==> config.mk <==
export PLATFORM = sky130hd
export DESIGN_NAME = suart_sync_uart
export DESIGN_NICKNAME = d
export VERILOG_FILES = /design/src/rtl/suart_pkg.sv /design/src/rtl/suart_sync_edge.sv /design/src/rtl/suart_sck_gen.sv /design/src/rtl/suart_rx.sv /design/src/rtl/suart_tx.sv /design/src/rtl/suart_sync_uart.sv
export SDC_FILE = /design/constraint.sdc
export NUM_CORES = 1
export LEC_CHECK = 0
export BUFFER_PORTS_ARGS = -buffer_cell sky130_fd_sc_hd__buf_2
export CAP_MARGIN = 10
export CORE_ASPECT_RATIO = 1.2
export CORE_MARGIN = 10
export CORE_UTILIZATION = 55
export CTS_CLUSTER_DIAMETER = 100
export DETAILED_ROUTE_END_ITERATION = 8
export HOLD_SLACK_MARGIN = 0.05
export PLACE_DENSITY = 0.76
export SLEW_MARGIN = 20
export SYNTH_ARGS = -nofsm -noshare
export SYNTH_HDL_FRONTEND = slang
export SYNTH_SLANG_ARGS = --single-unit
export TNS_END_PERCENT = 5
==> constraint.sdc <==
create_clock -name clk -period 4.05 [get_ports clk]
set_input_delay 0.81 -clock clk [delete_from_list [all_inputs] [get_ports clk]]
set_output_delay 0.81 -clock clk [all_outputs]
set_load 0.05 [all_outputs]
==> src/rtl/suart_pkg.sv <==
package suart_pkg;

    typedef enum logic [1:0] {
        RX_IDLE = 2'd0,
        RX_DATA = 2'd1,
        RX_STOP = 2'd2
    } rx_state_e;

    typedef enum logic {
        POL_RISE = 1'b0,
        POL_FALL = 1'b1
    } edge_pol_e;

    // start + stop bits wrapped around each data word
    localparam int unsigned FRAME_OVERHEAD = 2;

endpackage

==> src/rtl/suart_sync_edge.sv <==
module suart_sync_edge #(
    parameter int unsigned STAGES = 2
) (
    input  logic clk,
    input  logic rst_n,
    input  logic sck_raw,
    input  logic rxd_raw,
    output logic rxd_s,
    output logic rise_p,
    output logic fall_p
);

    typedef struct packed {
        logic [STAGES-1:0] sck;
        logic [STAGES-1:0] rxd;
        logic              sck_prev;
    } sync_t;

    sync_t sync_d, sync_q;

    always_comb begin
        sync_d          = sync_q;
        sync_d.sck      = {sync_q.sck[STAGES-2:0], sck_raw};
        sync_d.rxd      = {sync_q.rxd[STAGES-2:0], rxd_raw};
        sync_d.sck_prev = sync_q.sck[STAGES-1];
    end

    always_ff @(posedge clk or negedge rst_n) begin
        if (!rst_n) begin
            sync_q.sck      <= '0;
            sync_q.rxd      <= '1;
            sync_q.sck_prev <= 1'b0;
        end else begin
            sync_q <= sync_d;
        end
    end

    assign rxd_s  = sync_q.rxd[STAGES-1];
    assign rise_p =  sync_q.sck[STAGES-1] & ~sync_q.sck_prev;
    assign fall_p = ~sync_q.sck[STAGES-1] &  sync_q.sck_prev;

endmodule

==> src/rtl/suart_sck_gen.sv <==
module suart_sck_gen #(
    parameter int unsigned DIV_W = 16
) (
    input  logic             clk,
    input  logic             rst_n,
    input  logic             run,
    input  logic [DIV_W-1:0] div,
    output logic             sck,
    output logic             rise_p,
    output logic             fall_p
);

    typedef struct packed {
        logic [DIV_W-1:0] cnt;
        logic             sck;
    } gen_t;

    gen_t             gen_d, gen_q;
    logic [DIV_W-1:0] limit;
    logic             wrap;

    always_comb begin
        limit = (div == '0) ? DIV_W'(1) : div;
        wrap  = run && (gen_q.cnt >= limit - DIV_W'(1));
        gen_d = gen_q;
        if (!run) begin
            gen_d.cnt = '0;
            gen_d.sck = 1'b0;
        end else if (wrap) begin
            gen_d.cnt = '0;
            gen_d.sck = ~gen_q.sck;
        end else begin
            gen_d.cnt = gen_q.cnt + DIV_W'(1);
        end
    end

    always_ff @(posedge clk or negedge rst_n) begin
        if (!rst_n) begin
            gen_q.cnt <= '0;
            gen_q.sck <= 1'b0;
        end else begin
            gen_q <= gen_d;
        end
    end

    assign sck    = gen_q.sck;
    assign rise_p = wrap & ~gen_q.sck;
    assign fall_p = wrap &  gen_q.sck;

endmodule

==> src/rtl/suart_rx.sv <==
module suart_rx
    import suart_pkg::*;
#(
    parameter int unsigned DATA_W = 8
) (
    input  logic              clk,
    input  logic              rst_n,
    input  logic              rxd_s,
    input  logic              rise_p,
    input  logic              fall_p,
    output logic [DATA_W-1:0] data,
    output logic              valid,
    output logic              ferr
);

    localparam int unsigned CNT_W = (DATA_W > 1) ? $clog2(DATA_W) : 1;

    typedef struct packed {
        rx_state_e         st;
        edge_pol_e         pol;
        logic [CNT_W-1:0]  cnt;
        logic [DATA_W-1:0] shreg;
        logic [DATA_W-1:0] data;
        logic              valid;
        logic              ferr;
    } rx_t;

    rx_t  rx_d, rx_q;
    logic hit;

    always_comb begin
        rx_d       = rx_q;
        rx_d.valid = 1'b0;
        rx_d.ferr  = 1'b0;
        hit        = (rx_q.pol == POL_RISE) ? rise_p : fall_p;
        unique case (rx_q.st)
            RX_IDLE: begin
                if (!rxd_s && (rise_p || fall_p)) begin
                    rx_d.st  = RX_DATA;
                    rx_d.pol = rise_p ? POL_RISE : POL_FALL;
                    rx_d.cnt = '0;
                end
            end
            RX_DATA: begin
                if (hit) begin
                    rx_d.shreg = {rxd_s, rx_q.shreg[DATA_W-1:1]};
                    if (rx_q.cnt == CNT_W'(DATA_W - 1)) begin
                        rx_d.st = RX_STOP;
                    end else begin
                        rx_d.cnt = rx_q.cnt + CNT_W'(1);
                    end
                end
            end
            RX_STOP: begin
                if (hit) begin
                    rx_d.st = RX_IDLE;
                    if (rxd_s) begin
                        rx_d.valid = 1'b1;
                        rx_d.data  = rx_q.shreg;
                    end else begin
                        rx_d.ferr = 1'b1;
                    end
                end
            end
            default: rx_d.st = RX_IDLE;
        endcase
    end

    always_ff @(posedge clk or negedge rst_n) begin
        if (!rst_n) begin
            rx_q.st    <= RX_IDLE;
            rx_q.pol   <= POL_RISE;
            rx_q.cnt   <= '0;
            rx_q.shreg <= '0;
            rx_q.data  <= '0;
            rx_q.valid <= 1'b0;
            rx_q.ferr  <= 1'b0;
        end else begin
            rx_q <= rx_d;
        end
    end

    assign data  = rx_q.data;
    assign valid = rx_q.valid;
    assign ferr  = rx_q.ferr;

endmodule

==> src/rtl/suart_tx.sv <==
module suart_tx
    import suart_pkg::*;
#(
    parameter int unsigned DATA_W = 8
) (
    input  logic              clk,
    input  logic              rst_n,
    input  logic              start,
    input  logic [DATA_W-1:0] data,
    input  logic              shift_p,
    output logic              txd,
    output logic              busy
);

    localparam int unsigned FRAME_W = DATA_W + FRAME_OVERHEAD;
    localparam int unsigned CNT_W   = $clog2(FRAME_W + 1);

    typedef struct packed {
        logic               busy;
        logic               txd;
        logic [CNT_W-1:0]   cnt;
        logic [FRAME_W-1:0] frame;
    } tx_t;

    tx_t tx_d, tx_q;

    always_comb begin
        tx_d = tx_q;
        if (!tx_q.busy) begin
            if (start) begin
                tx_d.busy  = 1'b1;
                tx_d.frame = {1'b1, data, 1'b0};
                tx_d.cnt   = '0;
            end
        end else if (shift_p) begin
            if (tx_q.cnt == CNT_W'(FRAME_W)) begin
                tx_d.busy = 1'b0;
                tx_d.txd  = 1'b1;
            end else begin
                tx_d.txd   = tx_q.frame[0];
                tx_d.frame = {1'b1, tx_q.frame[FRAME_W-1:1]};
                tx_d.cnt   = tx_q.cnt + CNT_W'(1);
            end
        end
    end

    always_ff @(posedge clk or negedge rst_n) begin
        if (!rst_n) begin
            tx_q.busy  <= 1'b0;
            tx_q.txd   <= 1'b1;
            tx_q.cnt   <= '0;
            tx_q.frame <= '1;
        end else begin
            tx_q <= tx_d;
        end
    end

    assign txd  = tx_q.txd;
    assign busy = tx_q.busy;

endmodule

==> src/rtl/suart_sync_uart.sv <==
module suart_sync_uart #(
    parameter int unsigned DATA_W      = 8,
    parameter int unsigned DIV_W       = 16,
    parameter int unsigned SYNC_STAGES = 2
) (
    input  logic              clk,
    input  logic              rst_n,
    input  logic              master_en,
    input  logic [DIV_W-1:0]  baud_div,
    input  logic              sck_in,
    input  logic              rxd_in,
    input  logic              tx_start,
    input  logic [DATA_W-1:0] tx_data,
    output logic              sck_out,
    output logic              sck_oe,
    output logic              txd,
    output logic              tx_busy,
    output logic [DATA_W-1:0] rx_data,
    output logic              rx_valid,
    output logic              rx_frame_err
);

    logic rxd_s;
    logic s_rise, s_fall;
    logic g_rise, g_fall;
    logic rx_rise, rx_fall, tx_shift;

    suart_sync_edge #(
        .STAGES (SYNC_STAGES)
    ) u_sync (
        .clk     (clk),
        .rst_n   (rst_n),
        .sck_raw (sck_in),
        .rxd_raw (rxd_in),
        .rxd_s   (rxd_s),
        .rise_p  (s_rise),
        .fall_p  (s_fall)
    );

    suart_sck_gen #(
        .DIV_W (DIV_W)
    ) u_gen (
        .clk    (clk),
        .rst_n  (rst_n),
        .run    (master_en),
        .div    (baud_div),
        .sck    (sck_out),
        .rise_p (g_rise),
        .fall_p (g_fall)
    );

    // master: fixed rising-edge sampling; slave: either direction, tracked per frame
    assign rx_rise  = master_en ? g_rise : s_rise;
    assign rx_fall  = master_en ? 1'b0   : s_fall;
    assign tx_shift = master_en ? g_fall : s_fall;
    assign sck_oe   = master_en;

    suart_rx #(
        .DATA_W (DATA_W)
    ) u_rx (
        .clk    (clk),
        .rst_n  (rst_n),
        .rxd_s  (rxd_s),
        .rise_p (rx_rise),
        .fall_p (rx_fall),
        .data   (rx_data),
        .valid  (rx_valid),
        .ferr   (rx_frame_err)
    );

    suart_tx #(
        .DATA_W (DATA_W)
    ) u_tx (
        .clk     (clk),
        .rst_n   (rst_n),
        .start   (tx_start),
        .data    (tx_data),
        .shift_p (tx_shift),
        .txd     (txd),
        .busy    (tx_busy)
    );

endmodule

==> metrics <==
status complete, but fails checks; failing checks negative setup slack; Yosys top cell by area dfrtp_1; critical path required time approximately 4.3 ns; I/O pins 44; HPWL after DPL 4960 microns; clk_lat worst skew 0.34 ns; DRT Pass-1 Iters 4; port buffer count 43; period utilisation layout 1.02; Setup CP Type input port to flip-flop; row count 31; core area 6050 sq um; gp weighted congestion about 0.84; Reg area 1570 sq um; Worst Setup End Kind flip-flop; async set-or-reset flop fraction in the synthesized netlist 1.00; Final Max Slew Viols 0; fill count around 460; clk_skew between 0.01 and 0.015 ns; largest net degree at the start of global routing 33; R2R Path Start u_gen.gen_q[3]; drt initial violations between 90 and 100; cell area after synthesis roughly 3400 sq um; Critical R2R Capture u_rx.rx_q[18]; DRC viols 0; register bit count reported by yosys 62; clock root cell clkbuf_8; worst hold path type flip-flop to flip-flop; delay-heaviest family, CP simple AND/OR/NAND/NOR gates; Syn Nets approximately 390; initial antenna violation count 0; initial core utilization 0.570; FF-to-FF setup slack around 1.6 ns; Synth area leaders dfrtp_1 (36%), dfstp_2 (9.9%), ha_1 (8.0%), mux2_2 (5.6%), xnor2_1 (5.1%); Design Area, Final ~4200 sq um; footprint of the multi-input gates 1840 sq um; Mapped Cells roughly 340; PwrDens 374 nW/um^2; Area Growth Syn to Fin 22.6%; layout cell share with drive strength beyond 1 0.366; max-cap violations 0; CP Launch Type input port; RSZ-0062 raised after global routing yes; total CTS buffers 9; Syn Area/Cell between 10 and 15 sq um; Final min period 4.12 ns; Hold Violations, Final 0; maximum clock rate about 240 MHz; Worst Path Arrival around 4.3 ns; Worst path depth 18; worst hold start u_sync.sync_d[4]; Total Wirelength 6630 microns; top-count cell post-synth dfrtp_1; Vias between 2000 and 3000; Seq/Total Area, Yosys 0.455; number of global-route vias before repair about 2500; clock slew at reported path FFs roughly 0.060 ns; CP max FO 4; Worst Max-Slew Pin Slew about 0.74 ns; die width just over 90 microns; synth unique cells roughly 50; Post-synth EDFFs 0; diode count 0; total track usage 0.136; Setup-failing EPs final 4; post-synth top area share 0.356; Critical-path top delay cell or4_4; final worst slack -0.0666 ns; Leak 2.02 nW; WHS Path Cells 0; Synth Flop Type dfrtp_1; area post-placement around 3900 sq um; H-tree lvl count 3; die height ~110 microns; die area about 10000 sq um; Hold Path End u_sync.sync_d[0]; Synth top cells by count dfrtp_1 (49), nor2_1 (41), nand2_1 (23), ha_1 (22), xnor2_1 (20); Slowest Stage Delay on Critical Path between 0.5 and 0.6 ns; vias per cell ~5.3; ANT nets after route 0; WL/cell about 14 microns; Ys Warns 0; first-pass GRT wire length approximately 11000 microns; buffers and inverters on the worst path 1; Nets 452; CTS tree done; final core utilization 0.699; Slew headroom 0.505; GR Overflow Total 0; R2R depth 8; total clock sinks slightly above 60; Clock Path Buffers 2; critical path, cell by cell buf_2 -> or4_4 -> or3_4 -> nor3_4 -> a21oi_2 -> ha_2 -> nand2b_4 -> or2_4 -> nor3_1 -> xnor2_1 -> ha_1 -> nand2_2 -> nor2_2 -> a21oi_2 -> o21ai_2 -> or4_1 -> o311a_4 -> mux2_4; VDD IR max 492 uV; Critical Path Most Common Cell a21oi_2
registers in the layout, summed over array words and instances, names as in the netlist, 3 cells and up:
| register | count |
|---|---|
| u_gen.gen_q | 16 |
| u_rx.data | 8 |
| u_rx.rx_q | 14 |
| u_sync.sync_d | 3 |
| u_tx.tx_q | 14 |
logic make-up (layout without fill, tap and decap cells):
kind of cell,Yosys count,count (layout),share of synthesized area
AND/OR/NAND/NOR,116,116,0.169
flip-flops,62,62,0.455
AO/OA/AOI/OAI,54,54,0.102
XOR/XNOR,29,29,0.0737
buffers and inverters,29,98,0.0435
multiplexers,23,23,0.0773
adder cells (fa/ha/maj),22,22,0.0798
how the worst max path moves through the flow:
stage,slack (ns),endpoint,from
4_1_cts,-0.03,u_rx.rx_q[18],baud_div[6]
3_3_place_gp,-0.47,u_rx.rx_q[20],baud_div[6]
5_1_grt,-0.24,u_tx.tx_q[9],baud_div[12]
3_5_place_dp,-0.57,u_rx.rx_q[20],baud_div[6]
6_report,-0.07,u_rx.rx_q[18],baud_div[12]
2_1_floorplan,-0.30,u_rx.rx_q[18],baud_div[6]
through the flow:
stage / power (mW) / worst slack [ns] / TNS, ns / std cells / hold WS (ns)
4_1_cts: 1.58 / -0.0344 / -0.0872 / 486 / 0.357
5_1_grt: 1.66 / -0.241 / -5.30 / 486 / 0.357
3_3_place_gp: 0.958 / -0.474 / -14.66 / 470 / 0.336
6_report: 1.58 / -0.0666 / -0.213 / 486 / 0.354
3_5_place_dp: 0.969 / -0.567 / -18.13 / 470 / 0.344
2_1_floorplan: 0.885 / -0.301 / -7.32 / 335 / 0.331
metal layers:
layer,routed length (microns),share of wire,up-vias,GRT usage
li1,-,-,1294,-
met1,2890,0.44,1241,0.153
met2,3330,0.50,42,0.236
met3,314,0.047,12,0.0370
met4,104,0.016,0,0.0596
met5,0,0,-,0
cells in the final DEF, fill, tap and decap left out, types with 2 or more instances in the layout:
cell	n
o21ai_1	7
nand2_1	21
ha_1	21
xnor2_1	20
nand3_1	8
o21ai_2	4
nor3_1	5
and3_1	5
o31ai_1	2
buf_2	43
buf_4	29
a21o_1	2
o21ai_0	7
xor2_1	9
nor2_1	40
mux2i_1	3
a31oi_1	2
bufinv_16	2
dfrtp_1	49
buf_6	2
a21oi_1	12
a21oi_2	3
or3_4	2
nand2_2	2
nor2b_1	6
nand2b_1	5
nor3b_1	2
or4_4	2
dfstp_2	13
nor4_1	2
inv_1	9
or4_1	2
mux2_4	10
mux2_2	10
a22oi_1	7
nand4_1	3
clkbuf_8	11
worst reg2reg max path: stages (launching register included):
cell      delay [ns]
dfrtp_1         0.45
ha_1            0.35
a211oi_2        0.21
o21ai_1         0.11
a41oi_2         0.23
o21ai_2         0.12
or4_1           0.42
o311a_4         0.16
mux2_4          0.30
cell type report:
cell class	count	share of cell area
multi-input combinational	244	0.436
tap	82	0.0243
clock inverter	3	0.0160
sequential	62	0.371
inverter	9	0.00799
clock buffer	12	0.0367
timing repair buffer	74	0.108
power breakdown:
part | internal, mW | switching (mW)
Clock | 0.377 | 0.223
Combinational | 0.113 | 0.104
Sequential | 0.710 | 0.0530
what timing repair did:
| action | CTS | global route |
|---|---|---|
| endpoints found under the setup margin | 32 | 35 |
| pin swaps | 9 | 10 |
| hold buffers | 0 | 0 |
| resized for setup | 14 | 21 |
| setup buffers | 1 | 0 |
No activity file was read; power rests on OpenSTA's default activity.
